**src/rtl/fic_pkg.sv**
```systemverilog
package fic_pkg;

  localparam logic [1:0] ADDR_EN   = 2'd0;
  localparam logic [1:0] ADDR_STS  = 2'd1;
  localparam logic [1:0] ADDR_CTRL = 2'd2;
  localparam logic [1:0] ADDR_LVL  = 2'd3;

  localparam int NUM_FLAGS   = 4;
  localparam int FLAG_STRIDE = 4;
  localparam int RX_RST_BIT  = 15;
  localparam int TX_RST_BIT  = 31;
  localparam int TX_TRIG_LSB = 16;

  // Place flag i at bit 4*i of a register word.
  function automatic logic [31:0] spread_flags(input logic [NUM_FLAGS-1:0] f);
    logic [31:0] w;
    w = '0;
    for (int i = 0; i < NUM_FLAGS; i++) w[i*FLAG_STRIDE] = f[i];
    return w;
  endfunction

  // Gather bits 0,4,8,12 of a register word into a flag vector.
  function automatic logic [NUM_FLAGS-1:0] gather_flags(input logic [31:0] w);
    logic [NUM_FLAGS-1:0] f;
    for (int i = 0; i < NUM_FLAGS; i++) f[i] = w[i*FLAG_STRIDE];
    return f;
  endfunction

  function automatic logic fill_reached(input logic [8:0] cnt, input logic [8:0] lvl);
    return cnt >= lvl;
  endfunction

  function automatic logic fill_drained(input logic [8:0] cnt, input logic [8:0] lvl);
    return cnt <= lvl;
  endfunction

endpackage

```
**src/rtl/fic_flag_cell.sv**
```systemverilog
module fic_flag_cell #(
  parameter bit LEVEL_SRC = 1'b1
) (
  input  logic clk,
  input  logic rst_n,
  input  logic set_i,
  input  logic clr_i,
  output logic flag_o
);

  generate
    if (LEVEL_SRC) begin : g_level
      // Level source: clear has priority, the condition re-asserts next cycle.
      always_ff @(posedge clk or negedge rst_n) begin
        if (!rst_n)     flag_o <= 1'b0;
        else if (clr_i) flag_o <= 1'b0;
        else if (set_i) flag_o <= 1'b1;
      end

      assert_lvl_clear_wins_R7: assert property (@(posedge clk) disable iff (!rst_n)
        clr_i |=> !flag_o);
    end else begin : g_event
      // Event source: a pulse coinciding with a clear is not lost.
      always_ff @(posedge clk or negedge rst_n) begin
        if (!rst_n)     flag_o <= 1'b0;
        else if (set_i) flag_o <= 1'b1;
        else if (clr_i) flag_o <= 1'b0;
      end

      assert_evt_kept_R8: assert property (@(posedge clk) disable iff (!rst_n)
        set_i |=> flag_o);
    end
  endgenerate

  assert_flag_sticky_R5: assert property (@(posedge clk) disable iff (!rst_n)
    (flag_o && !clr_i) |=> flag_o);

endmodule

```
**src/rtl/fic_ctrl_regs.sv**
```systemverilog
module fic_ctrl_regs
  import fic_pkg::*;
#(
  parameter int DEPTH = 64
) (
  input  logic       clk,
  input  logic       rst_n,
  input  logic       en_wr,
  input  logic       ctrl_wr,
  input  logic [3:0] en_wd,
  input  logic [7:0] rx_trig_wd,
  input  logic [7:0] tx_trig_wd,
  input  logic       rx_rst_wd,
  input  logic       tx_rst_wd,
  output logic [3:0] en_bits,
  output logic [7:0] rx_trig,
  output logic [7:0] tx_trig,
  output logic       rx_rst_o,
  output logic       tx_rst_o
);

  localparam int TRIG_DEF_I = (DEPTH / 4) * 3;
  localparam logic [7:0] TRIG_DEF = TRIG_DEF_I[7:0];

  logic rx_rst_req, tx_rst_req;
  assign rx_rst_req = ctrl_wr && rx_rst_wd;
  assign tx_rst_req = ctrl_wr && tx_rst_wd;

  always_ff @(posedge clk or negedge rst_n) begin
    if (!rst_n) begin
      en_bits  <= '0;
      rx_trig  <= TRIG_DEF;
      tx_trig  <= TRIG_DEF;
      rx_rst_o <= 1'b0;
      tx_rst_o <= 1'b0;
    end else begin
      if (en_wr) en_bits <= en_wd;
      if (ctrl_wr) begin
        rx_trig <= rx_trig_wd;
        tx_trig <= tx_trig_wd;
      end
      rx_rst_o <= rx_rst_req;
      tx_rst_o <= tx_rst_req;
    end
  end

  assert_rx_strobe_src_R10: assert property (@(posedge clk) disable iff (!rst_n)
    rx_rst_o |-> $past(ctrl_wr && rx_rst_wd));
  assert_tx_strobe_src_R10: assert property (@(posedge clk) disable iff (!rst_n)
    tx_rst_o |-> $past(ctrl_wr && tx_rst_wd));
  assert_trig_stable_R3: assert property (@(posedge clk) disable iff (!rst_n)
    !ctrl_wr |=> $stable(rx_trig) && $stable(tx_trig));

endmodule

```
**src/rtl/fifo_irq_ctrl.sv**
```systemverilog
module fifo_irq_ctrl
  import fic_pkg::*;
#(
  parameter int DEPTH = 64
) (
  input  logic                     clk,
  input  logic                     rst_n,
  input  logic                     reg_wr_en,
  input  logic [1:0]               reg_addr,
  input  logic [31:0]              reg_wdata,
  output logic [31:0]              reg_rdata,
  input  logic [$clog2(DEPTH):0]   rx_level,
  input  logic [$clog2(DEPTH):0]   tx_level,
  input  logic                     rx_ovf_pulse,
  input  logic                     xfer_done_pulse,
  output logic [NUM_FLAGS-1:0]     flags_o,
  output logic                     rx_fifo_clr,
  output logic                     tx_fifo_clr,
  output logic                     irq
);

  localparam int CW = $clog2(DEPTH) + 1;
  localparam logic [31:0] FLAG_MASK = 32'h0000_1111;

  // Named internal events, visible to the assertions.
  logic                 wr_en_reg, wr_sts_reg, wr_ctrl_reg;
  logic                 rx_hit, tx_hit;
  logic [NUM_FLAGS-1:0] set_vec, clr_vec, en_bits;
  logic [7:0]           rx_trig, tx_trig;
  logic                 unused_wdata;

  assign wr_en_reg   = reg_wr_en && (reg_addr == ADDR_EN);
  assign wr_sts_reg  = reg_wr_en && (reg_addr == ADDR_STS);
  assign wr_ctrl_reg = reg_wr_en && (reg_addr == ADDR_CTRL);
  assign unused_wdata = ^{reg_wdata[30:24], reg_wdata[14:13], reg_wdata[11:9],
                          reg_wdata[7:5], reg_wdata[3:1]};

  assign rx_hit  = fill_reached(9'(rx_level), 9'(rx_trig));
  assign tx_hit  = fill_drained(9'(tx_level), 9'(tx_trig));
  assign set_vec = {xfer_done_pulse, rx_ovf_pulse, tx_hit, rx_hit};
  assign clr_vec = wr_sts_reg ? gather_flags(reg_wdata) : '0;

  fic_ctrl_regs #(.DEPTH(DEPTH)) u_ctrl (
    .clk        (clk),
    .rst_n      (rst_n),
    .en_wr      (wr_en_reg),
    .ctrl_wr    (wr_ctrl_reg),
    .en_wd      (gather_flags(reg_wdata)),
    .rx_trig_wd (reg_wdata[7:0]),
    .tx_trig_wd (reg_wdata[TX_TRIG_LSB +: 8]),
    .rx_rst_wd  (reg_wdata[RX_RST_BIT]),
    .tx_rst_wd  (reg_wdata[TX_RST_BIT]),
    .en_bits    (en_bits),
    .rx_trig    (rx_trig),
    .tx_trig    (tx_trig),
    .rx_rst_o   (rx_fifo_clr),
    .tx_rst_o   (tx_fifo_clr)
  );

  // Flags 0 and 1 follow FIFO levels; flags 2 and 3 capture pulses.
  generate
    for (genvar i = 0; i < NUM_FLAGS; i++) begin : g_flag
      fic_flag_cell #(.LEVEL_SRC(i < 2)) u_cell (
        .clk    (clk),
        .rst_n  (rst_n),
        .set_i  (set_vec[i]),
        .clr_i  (clr_vec[i]),
        .flag_o (flags_o[i])
      );
    end
  endgenerate

  assign irq = |(flags_o & en_bits);

  always_comb begin
    reg_rdata = '0;
    unique case (reg_addr)
      ADDR_EN:   reg_rdata = spread_flags(en_bits);
      ADDR_STS:  reg_rdata = spread_flags(flags_o);
      ADDR_CTRL: begin
        reg_rdata[7:0]                = rx_trig;
        reg_rdata[TX_TRIG_LSB +: 8]   = tx_trig;
      end
      ADDR_LVL: begin
        reg_rdata[CW-1:0]             = rx_level;
        reg_rdata[TX_TRIG_LSB +: CW]  = tx_level;
      end
      default:   reg_rdata = '0;
    endcase
  end

  assert_rx_ready_R3: assert property (@(posedge clk) disable iff (!rst_n)
    (rx_hit && !clr_vec[0]) |=> flags_o[0]);
  assert_tx_req_R4: assert property (@(posedge clk) disable iff (!rst_n)
    (tx_hit && !clr_vec[1]) |=> flags_o[1]);
  assert_all_ones_clear_R6: assert property (@(posedge clk) disable iff (!rst_n)
    (wr_sts_reg && (reg_wdata == 32'hFFFF_FFFF) && !rx_ovf_pulse && !xfer_done_pulse)
      |=> (flags_o[3:2] == 2'b00));
  assert_irq_masked_R9: assert property (@(posedge clk) disable iff (!rst_n)
    (en_bits == '0) |-> !irq);
  assert_en_reserved_R2: assert property (@(posedge clk) disable iff (!rst_n)
    (reg_addr == ADDR_EN) |-> ((reg_rdata & ~FLAG_MASK) == 32'h0));
  assert_rst_bits_read_zero_R10: assert property (@(posedge clk) disable iff (!rst_n)
    (reg_addr == ADDR_CTRL) |-> (!reg_rdata[RX_RST_BIT] && !reg_rdata[TX_RST_BIT]));

endmodule

```
**config.mk**
```make
export PLATFORM = sky130hd
export DESIGN_NAME = fifo_irq_ctrl
export DESIGN_NICKNAME = d
export VERILOG_FILES = /design/src/rtl/fic_pkg.sv /design/src/rtl/fic_flag_cell.sv /design/src/rtl/fic_ctrl_regs.sv /design/src/rtl/fifo_irq_ctrl.sv
export SDC_FILE = /design/constraint.sdc
export NUM_CORES = 1
export LEC_CHECK = 0
export BUFFER_PORTS_ARGS = -buffer_cell sky130_fd_sc_hd__buf_2
export CAP_MARGIN = 5
export CORE_ASPECT_RATIO = 0.5
export CORE_MARGIN = 10
export CORE_UTILIZATION = 50
export DETAILED_ROUTE_END_ITERATION = 16
export PLACE_DENSITY = 0.86
export RECOVER_POWER = 25
export SLEW_MARGIN = 20
export SYNTH_ARGS = -nofsm -noshare
export SYNTH_HDL_FRONTEND = slang
export SYNTH_SLANG_ARGS = --single-unit
```
**constraint.sdc**
```tcl
create_clock -name clk -period 3.74 [get_ports clk]
set_input_delay 0.748 -clock clk [delete_from_list [all_inputs] [get_ports clk]]
set_output_delay 0.748 -clock clk [all_outputs]
set_load 0.005 [all_outputs]
```
==> reports/results.txt, run 1 <==
number of instances in the synthesized netlist: 165
number of clock buffers inserted by TritonCTS: 3
startpoint kind of the worst setup timing path: primary input
maximum number of pins on one net before global-route repair: 27
final setup TNS: 0 ps
number of gates resized after CTS: 0
count of antenna diodes in the layout: 0
GRT overflow: 0
Max Cap Viol: 0
antenna violation net count after detailed routing: 0
number of enable-type register cells in the synthesized netlist: 0
Post-Syn Area per Cell: 11.2 um^2
DRC: 0
number of synthesis warnings: 0
CP endpoint kind: primary output
RSZ-0062 raised after global routing: no
CP Class: in -> out
most common library cell in the layout ignoring fill and taps: buf_2
commonest cells after routing, fill and taps aside: 64 x buf_2, 22 x dfrtp_1, 15 x inv_1
multi-input combinational cell area: 1010 um^2
data arrival at the endpoint of the critical path: 1940 ps
first-pass GRT wire length: 7090 um
Die Footprint: 6660 um^2
root buffer cell: clkbuf_8
Detailed Place HPWL: 3660 um
Max Fanout on Critical Path: 19
share of async-settable or async-resettable flops after synthesis: 100%
total number of clock tree sinks: 26
number of nets in the final layout: 292
CTS tree: yes
overall global routing resource usage: 13.0%
layout cell share with drive strength beyond 1: 42.9%
H-tree Lvls: 1
register bit count reported by yosys: 26
horizontal die dimension: 106 um
First DRT Iteration DRCs: 41
Fmax: 371 MHz
fin. max-slew vios: 0
number of endpoints with negative hold slack in the final report: 0
via count of the first global-routing pass: 1450
Lkg Pwr: 0.00116 uW
dominant cell type by area after synthesis: dfrtp_1
number of buffers on the longest clock path: 2
hold path start: g_flag[2].u_cell.flag_o
endpoint required time on the critical path: 2990 ps
PortBufs: 65
Via Count: 1328
result of the run: completed
FF/Latch Area: 656 um^2
clock period minus worst slack: 2690 ps
core region area: 3490 um^2
peak ir drop on the vdd network: 0.000168 V
synth-to-layout area growth: 16.9%
effective utilization at floorplan: 52.8%
Fill cells: 272
first drt pass iteration count: 4
power density cells: 379 nW/um^2
post-cts hold buffer count: 0
post-synthesis instance area: 1840 um^2
Post-synth top flop: dfrtp_1
worst flop-to-flop path startpoint: u_ctrl.tx_trig[5]
Worst-Skew Late Latency: 270 ps
drt via density: 4.83
largest cells by area after synthesis: dfrtp_1 30%, ha_1 9.5%, buf_4 8.1%
placer's final routability congestion estimate: 0.767
Crit. Startpoint: reg_addr[0]
final count of negative-setup-slack endpoints: 0
vertical extent of the die: 62.9 um
core utilization of the finished layout: 61.7%
Post-Route WL: 4470 um
Post-CTS Setup Repair Bufs: 0
slew of the pin with the lowest slew margin: 1400 ps
hold crit path type: reg -> reg
worst clock skew: 3.67 ps
Max-slew headroom: 6.51%
initial antenna violation count: 0
final worst path period share: 72.0%
I/O pin total: 92
Seq/Total Area, Yosys: 35.6%
# rows: 15
share of Yosys cell area claimed by the top area cell type: 29.9%
Unique masters post-synth: 37
drt wl/cell: 16.3 um
Clock Pin Slew Worst Setup and Hold Paths: 90 ps
## cell families after synthesis
logic type	Yosys count	share of synthesized area (%)
buf+inv	38	12.3
mux	36	24.3
simple gates	34	11.8
flops	26	35.6
compound gates	16	6.31
fa+ha+maj	14	9.50
other cells	1	0.203
## metal layers
layer,GRT usage [%],vias up,wire length [um]
li1,-,656,-
met1,13.9,627,1840
met2,23.9,41,2280
met3,4.73,4,314
met4,3.19,0,44
met5,0,-,0
## metrics by stage
| stage | std cells | setup WS [ps] | cell area (um^2) | hold slack, ps | total power [uW] |
|---|---|---|---|---|---|
| floorplan | 178 | 1530 | 1890 | 452 | 572 |
| CTS | 275 | 1050 | 2160 | 489 | 827 |
| global placement | 271 | 1050 | 2110 | 506 | 639 |
| global route | 275 | 1010 | 2150 | 559 | 877 |
| detailed placement | 271 | 1040 | 2110 | 516 | 658 |
| finish | 275 | 1050 | 2150 | 541 | 817 |
## where the power goes
part	switching, uW	internal [uW]
Combinational	118	151
Sequential	44.5	336
Clock	90.7	76.4
Total	254	564
## flip-flops by register name, summed over array words and instances, names as in the netlist
signal and flops:
u_ctrl.tx_rst_o 1, u_ctrl.en_bits 4, u_ctrl.tx_trig 8, u_ctrl.rx_trig 8
u_ctrl.rx_rst_o 1, g_flag.u_cell.flag_o 4
## cell type report
| cell class | count | area share [%] |
|---|---|---|
| clock buffers | 4 | 2.09 |
| inverters | 15 | 2.61 |
| multi-input cells | 114 | 46.9 |
| flip-flops and latches | 26 | 30.4 |
| well taps | 51 | 2.96 |
| repair buffers | 65 | 15.0 |
## final timing paths
check                                          end  slack (ps)  depth (start not counted)
max                                   reg_rdata[4]        1050                          3
min                        g_flag[2].u_cell.flag_o         540                          1
max reg2reg                g_flag[1].u_cell.flag_o        1890                          6
min reg2reg                g_flag[2].u_cell.flag_o         540                          1
max in group asynchronous        u_ctrl.tx_trig[1]        2140                          1
min in group asynchronous        u_ctrl.rx_trig[1]         770                          1
## cell usage after synthesis (2+ instances only)
cell / instances
mux2_4: 10
dfstp_2: 4
nor2b_1: 13
nand2b_1: 2
mux2_2: 10
mux4_2: 2
a22oi_1: 3
nor2_1: 4
a21oi_1: 2
dfrtp_1: 22
a211oi_1: 3
mux2i_1: 14
a21o_1: 2
and3_1: 2
inv_1: 15
ha_1: 14
and2_1: 2
buf_4: 20
nand2_1: 3
## critical path, cell delays in order
cell	delay [ps]
buf_2	480
mux4_2	570
buf_2	140
Note: power is estimated with default switching activity, not from simulation.
==> run 2, diff against run 1 <==
CORE_UTILIZATION = 46   (was 50)
PLACE_DENSITY = 0.8   (was 0.86)
clock period = 2.73 ns   (was 3.74 ns; I/O delays follow)
==> reports/results.txt, run 2 (same netlist as run 1, synthesis figures left out) <==
CTS tree: yes
First DRT Iteration DRCs: 46 (+12%)
first drt pass iteration count: 4 (unchanged)
placer's final routability congestion estimate: 0.741 (-3.4%)
Post-Route WL: 4480 um (about the same)
I/O pin total: 92 (unchanged)
Post-CTS Setup Repair Bufs: 0 (unchanged)
via count of the first global-routing pass: 1484 (+2.3%)
peak ir drop on the vdd network: 0.000225 V (+34%)
CP endpoint kind: primary output
layout cell share with drive strength beyond 1: 43.6% (+0.70 points)
highest routing layer actually used: met4
wire length on met1: 1740 um (-5.5%)
cell count after placement: 275 (+1.5%)
number of standard cells in the final layout excluding fillers: 279 (+1.5%)
effective utilization at floorplan: 47.5% (-5.3 points)
number of clock buffers inserted by TritonCTS: 3 (unchanged)
Max-slew headroom: 5.79% (-0.72 points)
startpoint kind of the worst setup timing path: primary input
antenna violation net count after detailed routing: 0 (unchanged)
drt wl/cell: 16.0 um (-1.4%)
CP max-delay cell: mux4_2
overall global routing resource usage: 12.7% (-0.33 points)
DRC: 0 (unchanged)
Die Footprint: 7090 um^2 (+6.5%)
Detailed Place HPWL: 3610 um (-1.3%)
sum of internal, switching and leakage power: 1140 uW (+40%)
CP Class: in -> out
total number of clock tree sinks: 26 (unchanged)
Fill cells: 349 (+28%)
number of gates resized after CTS: 0 (unchanged)
result of the run: completed
most common library cell in the layout ignoring fill and taps: buf_2
root buffer cell: clkbuf_8
WL met3: 409 um (+30%)
synth-to-layout area growth: 18.1%
PortBufs: 65 (unchanged)
worst clock skew: 5.68 ps (+2.01 ps)
maximum number of pins on one net before global-route repair: 27 (unchanged)
RSZ-0062 raised after global routing: no
Via Count: 1337 (+0.68%)
total met2 wirelength after detailed routing: 2290 um (+0.75%)
power density cells: 525 nW/um^2 (+38%)
final count of negative-setup-slack endpoints: 0 (unchanged)
Max Fanout on Critical Path: 10 (-9)
hold crit path type: in -> reg
horizontal die dimension: 110 um (+3.5%)
cells traversed along the worst timing path: buf_2, mux4_2, buf_2
largest registers: u_ctrl.rx_trig (8), u_ctrl.tx_trig (8)
most prevalent standard cell on the critical path: buf_2
initial antenna violation count: 0 (unchanged)
drt via density: 4.79 (-0.77%)
fin. max-slew vios: 0 (unchanged)
Worst-Skew Late Latency: 280 ps (about the same)
post-cts hold buffer count: 0 (unchanged)
count of antenna diodes in the layout: 0 (unchanged)
# rows: 16 (+1)
commonest cells after routing, fill and taps aside: 64 x buf_2, 22 x dfrtp_1, 15 x inv_1
number of nets in the final layout: 293 (+0.34%)
Lkg Pwr: 0.00118 uW (+0.93%)
delay of the slowest critical-path stage: 550 ps (-20 ps)
H-tree Lvls: 1 (unchanged)
final worst path period share: 76.5%
clock period minus worst slack: 2090 ps
Max Cap Viol: 0 (unchanged)
GRT overflow: 0 (unchanged)
core utilization of the finished layout: 56.0% (-5.7 points)
Clock Pin Slew Worst Setup and Hold Paths: 90 ps (about the same)
Fmax: 479 MHz
multi-input combinational cell area: 1010 um^2 (unchanged)
core region area: 3880 um^2 (+11%)
minimum hold slack: 441 ps (-100 ps)
vertical extent of the die: 64.8 um (+2.9%)
first-pass GRT wire length: 7240 um (+2.1%)
number of buffers on the longest clock path: 2 (unchanged)
slew of the pin with the lowest slew margin: 1410 ps (+10.8 ps)
final setup TNS: 0 ps (unchanged)
data arrival at the endpoint of the critical path: 1540 ps (-400 ps)
endpoint required time on the critical path: 2180 ps (-810 ps)
FF/Latch Area: 656 um^2 (unchanged)
number of endpoints with negative hold slack in the final report: 0 (unchanged)
## run 2: cell types whose count changed in the layout (fill, tap and decap cells not counted), sizes merged
cell,before,now
buf,64,65
## run 2: power breakdown
group | total [uW] | switching, uW | internal [uW]
Clock | 254 | 125 | 129
Sequential | 518 | 58.0 | 460
Combinational | 370 | 163 | 207
## run 2: layout make-up
| class | count | share of cell area, % |
|---|---|---|
| inverter | 15 | 2.59 |
| multi-input combinational | 114 | 46.4 |
| clock buffer | 4 | 2.53 |
| tap | 54 | 3.11 |
| timing repair buffer | 66 | 15.2 |
| sequential | 26 | 30.1 |
## run 2: metrics by stage
step                      instance area [um^2]  setup WS [ps]
after detailed placement                  2120            629
after global routing                      2180            541
after global placement                    2120            651
final                                     2180            641
after CTS                                 2180            629
after floorplan                           1890            923
## run 2: worst max-delay path: cells and delay by family
kind	cells	cell delay [ps]
muxes	1	550
buffers and inverters	2	440
## run 2: final timing paths
path / startpoint / to / slack, ps / cells after the start
worst max-delay path: reg_addr[0] / reg_rdata[4] / 640 / 3
min in group asynchronous: rst_n / u_ctrl.tx_trig[6] / 580 / 1
worst max register to register: u_ctrl.tx_trig[5] / g_flag[1].u_cell.flag_o / 920 / 6
max in group asynchronous: rst_n / g_flag[0].u_cell.flag_o / 1320 / 1
worst min-delay path: xfer_done_pulse / g_flag[3].u_cell.flag_o / 440 / 2
worst min register to register: u_ctrl.rx_trig[0] / u_ctrl.rx_trig[0] / 540 / 1
## run 2: layer usage
metal / vias to the layer above / GRT usage [%]
li1: 660 / -
met1: 630 / 14.6
met5: - / 0
met3: 4 / 3.65
met4: 0 / 3.39
met2: 43 / 22.7
